**src/rtl/sar_pkg.sv**
```systemverilog
package sar_pkg;
   typedef enum logic {
      ST_IDLE = 1'b0,
      ST_CONV = 1'b1
   } sar_state_e;
endpackage

```
**src/rtl/sar_seq.sv**
```systemverilog
module sar_seq
   import sar_pkg::*;
#(
   parameter int N = 6
) (
   input  logic         clk,
   input  logic         rst,
   input  logic         start,
   output logic         accept,
   output logic         conv,
   output logic         last,
   output logic [N-1:0] ptr
);
   localparam logic [N-1:0] TOP_ONE = {1'b1, {(N-1){1'b0}}};

   sar_state_e state_q;

   assign conv   = (state_q == ST_CONV);
   assign accept = start & ~conv;
   assign last   = conv & ptr[0];

   always_ff @(posedge clk) begin
      if (rst) begin
         state_q <= ST_IDLE;
         ptr     <= '0;
      end else if (accept) begin
         state_q <= ST_CONV;
         ptr     <= TOP_ONE;
      end else if (conv) begin
         ptr <= ptr >> 1;
         if (ptr[0]) state_q <= ST_IDLE;
      end
   end
endmodule

```
**src/rtl/sar_trial.sv**
```systemverilog
module sar_trial #(
   parameter int N = 6
) (
   input  logic         clk,
   input  logic         rst,
   input  logic         accept,
   input  logic         conv,
   input  logic [N-1:0] ptr,
   input  logic         above,
   output logic [N-1:0] code,
   output logic [N-1:0] code_nx
);
   for (genvar i = 0; i < N; i++) begin : g_bit
      if (i == N - 1) begin : g_top
         always_comb begin
            code_nx[i] = code[i];
            if (accept)                code_nx[i] = 1'b1;
            else if (conv && ptr[i])   code_nx[i] = ~above;
         end
      end else begin : g_low
         always_comb begin
            code_nx[i] = code[i];
            if (accept)                 code_nx[i] = 1'b0;
            else if (conv && ptr[i])    code_nx[i] = ~above;
            else if (conv && ptr[i+1])  code_nx[i] = 1'b1;
         end
      end

      always_ff @(posedge clk) begin
         if (rst) code[i] <= 1'b0;
         else     code[i] <= code_nx[i];
      end
   end
endmodule

```
**src/rtl/sar_out.sv**
```systemverilog
module sar_out #(
   parameter int N = 6
) (
   input  logic         clk,
   input  logic         rst,
   input  logic         last,
   input  logic [N-1:0] final_code,
   output logic         done,
   output logic [N-1:0] result
);
   always_ff @(posedge clk) begin
      if (rst) begin
         done   <= 1'b0;
         result <= '0;
      end else begin
         done <= last;
         if (last) result <= final_code;
      end
   end
endmodule

```
**src/rtl/sar_ctrl.sv**
```systemverilog
module sar_ctrl #(
   parameter int N       = 6,
   parameter bit CMP_INV = 1'b0
) (
   input  logic         clk,
   input  logic         rst,
   input  logic         start,
   input  logic         cmp_in,
   output logic [N-1:0] dac_code,
   output logic         hold,
   output logic         done,
   output logic [N-1:0] result
);
   if (N < 2 || N > 32) begin : g_bad_width
      $error("sar_ctrl: N must lie in 2..32");
   end

   logic         accept;
   logic         conv;
   logic         last;
   logic         above;
   logic [N-1:0] ptr;
   logic [N-1:0] code_nx;

   if (CMP_INV) begin : g_cmp_low_active
      assign above = ~cmp_in;
   end else begin : g_cmp_high_active
      assign above = cmp_in;
   end

   sar_seq #(.N(N)) u_seq (
      .clk    (clk),
      .rst    (rst),
      .start  (start),
      .accept (accept),
      .conv   (conv),
      .last   (last),
      .ptr    (ptr)
   );

   sar_trial #(.N(N)) u_trial (
      .clk     (clk),
      .rst     (rst),
      .accept  (accept),
      .conv    (conv),
      .ptr     (ptr),
      .above   (above),
      .code    (dac_code),
      .code_nx (code_nx)
   );

   sar_out #(.N(N)) u_out (
      .clk        (clk),
      .rst        (rst),
      .last       (last),
      .final_code (code_nx),
      .done       (done),
      .result     (result)
   );

   assign hold = conv;
endmodule

```
**config.mk**
```make
export PLATFORM = sky130hd
export DESIGN_NAME = sar_ctrl
export DESIGN_NICKNAME = d
export VERILOG_FILES = /design/src/rtl/sar_pkg.sv /design/src/rtl/sar_seq.sv /design/src/rtl/sar_trial.sv /design/src/rtl/sar_out.sv /design/src/rtl/sar_ctrl.sv
export SDC_FILE = /design/constraint.sdc
export NUM_CORES = 1
export LEC_CHECK = 0
export BUFFER_PORTS_ARGS = -buffer_cell sky130_fd_sc_hd__buf_2
export CORE_MARGIN = 4
export CORE_UTILIZATION = 50
export CTS_BUF_LIST = sky130_fd_sc_hd__clkbuf_8
export CTS_CLUSTER_SIZE = 25
export DETAILED_ROUTE_END_ITERATION = 16
export HOLD_SLACK_MARGIN = 0.02
export PLACE_DENSITY = 0.82
export SLEW_MARGIN = 0
export SYNTH_ARGS = -nofsm -noshare
export SYNTH_HDL_FRONTEND = slang
export SYNTH_SLANG_ARGS = --single-unit
```
**constraint.sdc**
```tcl
create_clock -name clk -period 2.6 [get_ports clk]
set_input_delay 0.13 -clock clk [delete_from_list [all_inputs] [get_ports clk]]
set_output_delay 0.13 -clock clk [all_outputs]
set_load 0.1 [all_outputs]
```
==> out/qor.yml, run 1 <==
sta:
  period_needed_ns: 1.73
  clock_skew_ns: 0.00118
  fin_setup_tns_ns: 0
  rsz0062_at_grt: "false"
  maxClockFrequency_ghz: 0.578
  post-route-period-util_pct: 66.5
  hold_viol: 0
  slew_headroom_pct: 52.8
  drv_slew: 0
  setup_ws_ns: 0.871
  setup_viol: 0
  worst_pin_slew_ns: 0.708
yosys:
  synth_fp_nets: 86
  netlist_area_sq_um: 768
  yosys-top-cells-area: "dfxtp_1 52%, mux2i_1 7.8%, nor3_1 6.5%"
  synth_area_per_cell_sq_um: 9.37
  yosysWarnings: 0
  seq_area_frac_synth_pct: 52.1
  synth_area_leader_cell: "dfxtp_1"
  yosysTopAreaCellShare_pct: 52.1
  synth.distinct_cells: 18
  synth_seq_cells: 20
  synthCells: 82
layout:
  post-route-util_pct: 66.4
  layout_common_cells: "20 x dfxtp_1, 17 x buf_2, 10 x nor2_1, 10 x nor3_1, 8 x nand2_1"
  antenna_cells: 0
  drive_gt1_share_pct: 22.0
  synthToLayoutAreaGrowth_pct: 18.1
  final_common_cell: "dfxtp_1"
  layout.cells.non_filler: 115
  layout.nets: 105
worst_setup_path:
  startpoint_type: "flip-flop"
  path_cells: "buf_2"
  cp-end-kind: "output pin"
  critPathArrivalTime_ns: 1.60
  crit_required_ns: 2.47
  critPathBufInv: 1
  slowest_stage: "dfxtp_1"
  criticalPathCategory: "reg -> out"
  critPathTopFamily: "flip-flops"
  cpPeakStageDelay_ns: 0.78
  crit_fanout: 19
worst_hold_path:
  hp-class: "in -> reg"
placed_design:
  place_congestion: 0.758
  io_buffers: 17
  placed_cells: 111
  post-place-ws_ns: 1.07
  dp_hpwl_microns: 1070
routing:
  drtAntennaViolNets: 0
  drc_errors: 0
  routed_wl_microns: 1520
  viasPerCell: 5.43
  drt-pass1-iter-count: 4
  routedWlPerCell_microns: 13.2
  vias: 625
  dr.first_iter.drc_count: 11
outcome:
  status: "finished, final reports clean"
power:
  internal_power_uw: 462
  vdd_drop_max_mv: 0.485
  power.share.sequential_pct: 52.5
  power.density_mw_per_mm2: 679
  p_total_uw: 616
  p_clk_share_pct: 37.9
  sw_frac_of_total_pct: 25.0
  switchingPower_uw: 154
  p_comb_share_pct: 9.6
  leakage_uw: 0.000382
grt:
  antenna_found_initial: 0
  grt-ovfl-total: 0
  grt_max_degree: 20
  grtUsageTotal_pct: 16.9
  grt_pass1_wl_microns: 2510
  first_global_vias: 520
clock_tree:
  cts_setup_buffers: 0
  numCtsBuffers: 3
  clkTransAtPathRegs_ns: 0.07
  cts_max_path_buffers: 2
  cts.sinks: 20
  root_buffer: "clkbuf_8"
  clk_latency_ns: 0.26
  tritoncts: "built"
  hold_buffers: 0
  cts_resized: 0
  htreeDepth: 1
die:
  die_h_microns: 47.2
  io_pins: 18
  initial_utilization_pct: 56.2
  num_rows: 13
  coreArea_sq_mm: 0.00137
  die_area_sq_mm: 0.00223
  die_w_microns: 47.2
flow_run:
  max_cap_viol_count: 0
logic make-up (layout without fill, tap and decap cells):
| logic type | count (synthesis) | in the layout | synth area share [%] |
|---|---|---|---|
| buffers and inverters | 5 | 23 | 3.58 |
| muxes | 6 | 6 | 7.82 |
| and+or+nand+nor | 37 | 37 | 24.6 |
| AOI/OAI and AO/OA | 14 | 14 | 11.9 |
| DFF | 20 | 20 | 52.1 |
through the flow:
stage          hold slack [ns]  instance area [sq um]
2_1_floorplan            0.209                    768
3_5_place_dp             0.429                    852
4_1_cts                  0.153                    907
6_report                 0.162                    907
3_3_place_gp             0.428                    852
5_1_grt                  0.155                    907
power groups by stage:
stage                     Combinational [uW]  Sequential, uW  Clock [uW]
final                                   59.3             323         233
after global routing                    63.2             324         254
after CTS                               59.3             323         240
after detailed placement                58.8             330           0
after global placement                  58.2             329           0
after floorplan                         30.0             349           0
area by class of cell:
type | count | area (sq um)
fillers | 126 | 459
flip-flops and latches | 20 | 400
multi-input cells | 57 | 340
repair buffers | 17 | 85.1
clock buffers | 4 | 55.1
well taps | 15 | 18.8
inverters | 2 | 7.51
registers in the layout, summed over array words and instances, names as in the netlist:
name,flops
u_seq.ptr,6
u_out.done,1
u_seq.conv,1
u_trial.code,6
u_out.result,6
path summary, 6_finish.rpt:
check	from	to	slack, ns	depth (start not counted)
worst max register to register	u_seq.conv$_SDFF_PP0_	u_out.result[2]$_SDFFE_PP0P_	1.05	3
worst min register to register	u_out.result[3]$_SDFFE_PP0P_	u_out.result[3]$_SDFFE_PP0P_	0.45	2
worst min-delay path	start	u_seq.ptr[5]$_SDFFE_PP0P_	0.16	3
worst max-delay path	u_seq.conv$_SDFF_PP0_	hold	0.87	1
metal layers:
metal / wire [microns] / part of all wire (%) / track usage (%)
met1: 658 / 43 / 22.6
met5: 0 / 0 / 0
met2: 720 / 47 / 22.8
met3: 99 / 6.5 / 5.36
met4: 41 / 2.7 / 11.6
cell usage after synthesis:
master,number
a211oi_1,3
a21oi_1,5
a221oi_1,1
a22oi_1,4
and2_1,1
buf_2,1
buf_6,1
clkbuf_1,1
dfxtp_1,20
inv_1,2
mux2i_1,6
nand2_1,8
nand2_4,1
nand2b_1,3
nor2_1,10
nor3_1,10
o21ai_0,1
or3b_1,4
No activity file was read; power rests on OpenSTA's default activity.
==> inputs of run 2 (changes only) <==
--- a/config.mk
+++ b/config.mk
@@ -7,7 +7,7 @@
 export LEC_CHECK = 0
 export BUFFER_PORTS_ARGS = -buffer_cell sky130_fd_sc_hd__buf_2
 export CORE_MARGIN = 4
-export CORE_UTILIZATION = 50
+export CORE_UTILIZATION = 48
 export CTS_BUF_LIST = sky130_fd_sc_hd__clkbuf_8
 export CTS_CLUSTER_SIZE = 25
 export DETAILED_ROUTE_END_ITERATION = 16
==> constraint.sdc (replaced) <==
create_clock -name clk -period 1.45 [get_ports clk]
set_input_delay 0.0725 -clock clk [delete_from_list [all_inputs] [get_ports clk]]
set_output_delay 0.0725 -clock clk [all_outputs]
set_load 0.1 [all_outputs]
==> run 2 against run 1 <==
Compared with the run above: design area rose by 1.2%; sequential power is 80% higher; critical path depth unchanged; critical endpoint unchanged; largest power group unchanged.
==> out/qor.yml, run 2 (same netlist as run 1, synthesis figures left out) <==
outcome:
  status: "finished, final reports clean"
placed_design:
  dp_hpwl_microns: 1110
  place_congestion: 0.794
  post-place-ws_ns: 0.304
  io_buffers: 17
layout:
  synthToLayoutAreaGrowth_pct: 19.5
  layout_common_cells: "17 x buf_2, 14 x dfxtp_1, 10 x nor2_1, 10 x nor3_1, 8 x nand2_1"
  layout.nets: 105
  top_regs: "u_out.result: 6 flops, u_seq.ptr: 6 flops, u_trial.code: 6 flops"
  drive_gt1_share_pct: 28.0
  final_common_cell: "buf_2"
  antenna_cells: 0
grt:
  antenna_found_initial: 0
  grt_pass1_wl_microns: 2420
  first_global_vias: 566
  grt_max_degree: 20
  grtUsageTotal_pct: 15.0
  grt-ovfl-total: 0
sta:
  worst_pin_slew_ns: 0.488
  clock_skew_ns: 0.00194
  hold_viol: 0
  rsz0062_at_grt: "false"
  drv_slew: 0
  setup_viol: 0
  maxClockFrequency_ghz: 0.782
  post-route-period-util_pct: 88.2
  period_needed_ns: 1.28
  hold_ws_ns: 0.115
  slew_headroom_pct: 67.7
  setup_ws_ns: 0.172
  fin_setup_tns_ns: 0
clock_tree:
  cts_max_path_buffers: 2
  htreeDepth: 1
  cts.sinks: 20
  clkTransAtPathRegs_ns: 0.07
  root_buffer: "clkbuf_8"
  cts_setup_buffers: 0
  hold_buffers: 0
  numCtsBuffers: 3
  tritoncts: "built"
  cts_resized: 0
  clk_latency_ns: 0.25
flow_run:
  max_cap_viol_count: 0
power:
  vdd_drop_max_mv: 0.580
  power.density_mw_per_mm2: 1190
  leakage_uw: 0.000385
die:
  initial_utilization_pct: 51.0
  die_w_microns: 48.0
  num_rows: 14
  io_pins: 18
  die_h_microns: 48.0
  die_area_sq_mm: 0.00230
  coreArea_sq_mm: 0.00151
routing:
  routed_wl_microns: 1540
  dr.first_iter.drc_count: 18
  drt-pass1-iter-count: 4
  drc_errors: 0
  vias: 647
  routedWlPerCell_microns: 13.3
  viasPerCell: 5.58
  drtAntennaViolNets: 0
worst_setup_path:
  critPathTopFamily: "flip-flops"
  crit_fanout: 19
  criticalPathCategory: "reg -> out"
  critPathArrivalTime_ns: 1.21
  path_cells: "buf_2"
  crit_required_ns: 1.38
  cp-end-kind: "output pin"
  critPathBufInv: 1
  startpoint_type: "flip-flop"
  cpPeakStageDelay_ns: 0.48
  slowest_stage: "dfxtp_4"
worst_hold_path:
  hp-class: "in -> reg"
run 2: metal layers:
layer	part of all wire [%]	GRT usage [%]
met1	43	18.1
met2	51	26.1
met3	5.0	2.26
met4	0.52	6.45
met5	0	0
run 2: worst paths after layout:
path,from,to,slack (ns),cells after the start
setup / recovery,u_seq.conv$_SDFF_PP0_,hold,0.17,1
hold / removal,start,u_seq.ptr[5]$_SDFFE_PP0P_,0.11,3
setup reg to reg,u_seq.conv$_SDFF_PP0_,u_out.result[3]$_SDFFE_PP0P_,0.30,3
hold reg to reg,u_out.result[2]$_SDFFE_PP0P_,u_out.result[2]$_SDFFE_PP0P_,0.45,2
run 2: cell type report:
class                   count  area, sq um
well taps                  16         20.0
inverters                   2         7.51
flip-flops and latches     20          410
repair buffers             17         85.1
clock buffers               4         55.1
multi-input cells          57          340
fillers                   130          588
run 2: power by group:
group	switching [uW]	internal, uW
combinational	78.4	27.3
sequential	21.0	560
clock	170	241
total	269	828
run 2: through the flow:
stage / power (uW) / area, sq um / util (%) / std cells
floorplan: 680 / 778 / - / 82
CTS: 1110 / 918 / 61.0 / 116
global route: 1130 / 918 / 61.0 / 116
global placement: 695 / 863 / 57.3 / 112
detailed placement: 698 / 863 / 57.3 / 112
finish: 1100 / 918 / 61.0 / 116
run 2: tightest hold or removal path: stages:
cell    delay (ns)
buf_2         0.12
nor2_1        0.08
nor3_1        0.04
==> inputs of run 3 (changes only) <==
--- a/config.mk
+++ b/config.mk
@@ -5,6 +5,7 @@
 export SDC_FILE = /design/constraint.sdc
 export NUM_CORES = 1
 export LEC_CHECK = 0
+export ABC_AREA = 1
 export BUFFER_PORTS_ARGS = -buffer_cell sky130_fd_sc_hd__buf_2
 export CORE_MARGIN = 4
 export CORE_UTILIZATION = 48
@@ -12,7 +13,7 @@
 export CTS_CLUSTER_SIZE = 25
 export DETAILED_ROUTE_END_ITERATION = 16
 export HOLD_SLACK_MARGIN = 0.02
-export PLACE_DENSITY = 0.82
+export PLACE_DENSITY = 0.83
 export SLEW_MARGIN = 0
 export SYNTH_ARGS = -nofsm -noshare
 export SYNTH_HDL_FRONTEND = slang
==> run 3 against run 2 <==
Compared with the run above: synthesized area down 2.0%; sequential cell count did not move; combinational power down 4%; highest routed layer unchanged; count of clock-buffer cells in the layout down 1.
==> out/qor.yml, run 3 <==
sta:
  rsz0062_at_grt: "false"
  worst_pin_slew_ns: 0.493
  clock_skew_ns: 0.00110
  hold_ws_ns: 0.0739
  post-route-period-util_pct: 86.9
  slew_headroom_pct: 67.4
  fin_setup_tns_ns: 0
  drv_slew: 0
  setup_viol: 0
  maxClockFrequency_ghz: 0.793
  hold_viol: 0
  period_needed_ns: 1.26
  setup_ws_ns: 0.190
die:
  num_rows: 14
  coreArea_sq_mm: 0.00149
  die_area_sq_mm: 0.00227
  io_pins: 18
  die_h_microns: 47.6
  die_w_microns: 47.6
  initial_utilization_pct: 50.6
layout:
  top_regs: "u_out.result: 6 flops, u_seq.ptr: 6 flops, u_trial.code: 6 flops"
  n_fill_cell: 137
  antenna_cells: 0
  drive_gt1_share_pct: 21.4
  layout.nets: 123
  post-route-util_pct: 59.7
  synthToLayoutAreaGrowth_pct: 17.9
  final_common_cell: "nand2_1"
  layout_common_cells: "34 x nand2_1, 19 x dfxtp_1, 17 x buf_2"
worst_setup_path:
  critPathBufInv: 1
  cp-end-kind: "output pin"
  cpPeakStageDelay_ns: 0.48
  path_cells: "buf_2"
  rr_endpoint: "u_seq.conv$_SDFF_PP0_"
  crit_cells: 1
  slowest_stage: "buf_2"
  r2r-start: "u_seq.conv$_SDFF_PP0_"
  critPathTopFamily: "buffers and inverters"
  crit_fanout: 15
  reg2reg_depth: 4
  crit_path_end: "hold"
  critPathArrivalTime_ns: 1.19
  cp-startpoint: "u_seq.conv$_SDFF_PP0_"
  r2r_setup_slack_ns: 0.37
  startpoint_type: "flip-flop"
  crit_required_ns: 1.38
  criticalPathCategory: "reg -> out"
yosys:
  seq_area_frac_synth_pct: 53.2
  synth_seq_cells: 20
  synth_most_common_cell: "nand2_1"
  synth_area_leader_cell: "dfxtp_1"
  netlist_area_sq_um: 753
  synth_fp_nets: 103
  synth.distinct_cells: 14
  synthCells: 99
  synth_edf_count: 0
  yosysWarnings: 0
  yosys-top-cells-area: "dfxtp_1 53%, nand2_1 17%, nand3_1 7.3%"
  synth_area_per_cell_sq_um: 7.61
  async_flop_share_pct: 0
  yosysTopAreaCellShare_pct: 53.2
  ys.flop_type: "dfxtp_1"
  synthTopCellsByCount: "34 x nand2_1, 20 x dfxtp_1, 11 x nand3_1, 10 x nor2_1, 6 x inv_1"
routing:
  drt-pass1-iter-count: 4
  routedWlPerCell_microns: 10.8
  viasPerCell: 4.89
  drtAntennaViolNets: 0
  drc_errors: 0
  vias: 650
  dr.first_iter.drc_count: 15
  routed_wl_microns: 1440
clock_tree:
  cts_max_path_buffers: 2
  htreeDepth: 1
  clk_latency_ns: 0.25
  root_buffer: "clkbuf_8"
  cts_setup_buffers: 0
  numCtsBuffers: 3
  tritoncts: "built"
  cts.sinks: 20
  cts_resized: 0
  hold_buffers: 0
  clkTransAtPathRegs_ns: 0.06
placed_design:
  place_congestion: 0.831
  dp_hpwl_microns: 1140
  io_buffers: 17
  post-place-ws_ns: 0.385
worst_hold_path:
  hold-path-cell-count: 2
  hp-class: "in -> reg"
power:
  leakage_uw: 0.000451
  power.density_mw_per_mm2: 1140
  vdd_drop_max_mv: 0.771
grt:
  first_global_vias: 553
  grt_max_degree: 16
  antenna_found_initial: 0
  grt-ovfl-total: 0
  grt_pass1_wl_microns: 2290
  grtUsageTotal_pct: 14.4
flow_run:
  max_cap_viol_count: 0
outcome:
  status: "finished, final reports clean"
## run 3: cell count changes after synthesis, sizes merged, moves of 3 or more
| cell | change |
|---|---|
| inv | +5 |
| nand2b | -3 |
| nor3 | -9 |
| nand3b | +5 |
| nand3 | +11 |
| a211oi | -3 |
| a22oi | -4 |
| mux2i | -6 |
| nand2 | +26 |
| or3b | -4 |
## run 3: cells by family (layout without fill, tap and decap cells)
| group | after synthesis | in the layout | synth area share, % |
|---|---|---|---|
| AND/OR/NAND/NOR | 64 | 64 | 37.4 |
| flip-flops | 20 | 20 | 53.2 |
| buffers and inverters | 9 | 27 | 5.15 |
| AO/OA/AOI/OAI | 6 | 6 | 4.32 |
## run 3: worst min path at each step
stage,startpoint,end,slack (ns)
after CTS,start,u_seq.conv$_SDFF_PP0_,0.07
after floorplan,start,u_seq.conv$_SDFF_PP0_,0.18
final,start,u_seq.conv$_SDFF_PP0_,0.07
after global placement,start,u_seq.conv$_SDFF_PP0_,0.32
after detailed placement,start,u_seq.conv$_SDFF_PP0_,0.33
after global routing,start,u_seq.conv$_SDFF_PP0_,0.07
## run 3: power breakdown
part	switching (uW)	internal, uW
registers	10.4	559
logic	80.7	21.7
clock network	159	184
## run 3: metrics by stage
| stage | total power (uW) | cells | cell area [sq um] |
|---|---|---|---|
| 6_report | 1010 | 133 | 888 |
| 5_1_grt | 1060 | 133 | 888 |
| 4_1_cts | 1020 | 133 | 888 |
| 3_5_place_dp | 683 | 130 | 847 |
| 3_3_place_gp | 682 | 130 | 847 |
| 2_1_floorplan | 665 | 99 | 754 |
## run 3: final cells by class
class | count | area, sq um | area share, %
clock buffer | 3 | 41.3 | 4.65
inverter | 7 | 26.3 | 2.96
multi-input combinational | 70 | 314 | 35.4
sequential | 20 | 402 | 45.2
tap | 16 | 20.0 | 2.25
timing repair buffer | 17 | 85.1 | 9.58
## run 3: routing by layer
layer / part of all wire, % / global-route usage (%)
met1: 50 / 19.1
met2: 44 / 22.2
met3: 5.4 / 5.64
met4: 0.28 / 3.23
met5: 0 / 0
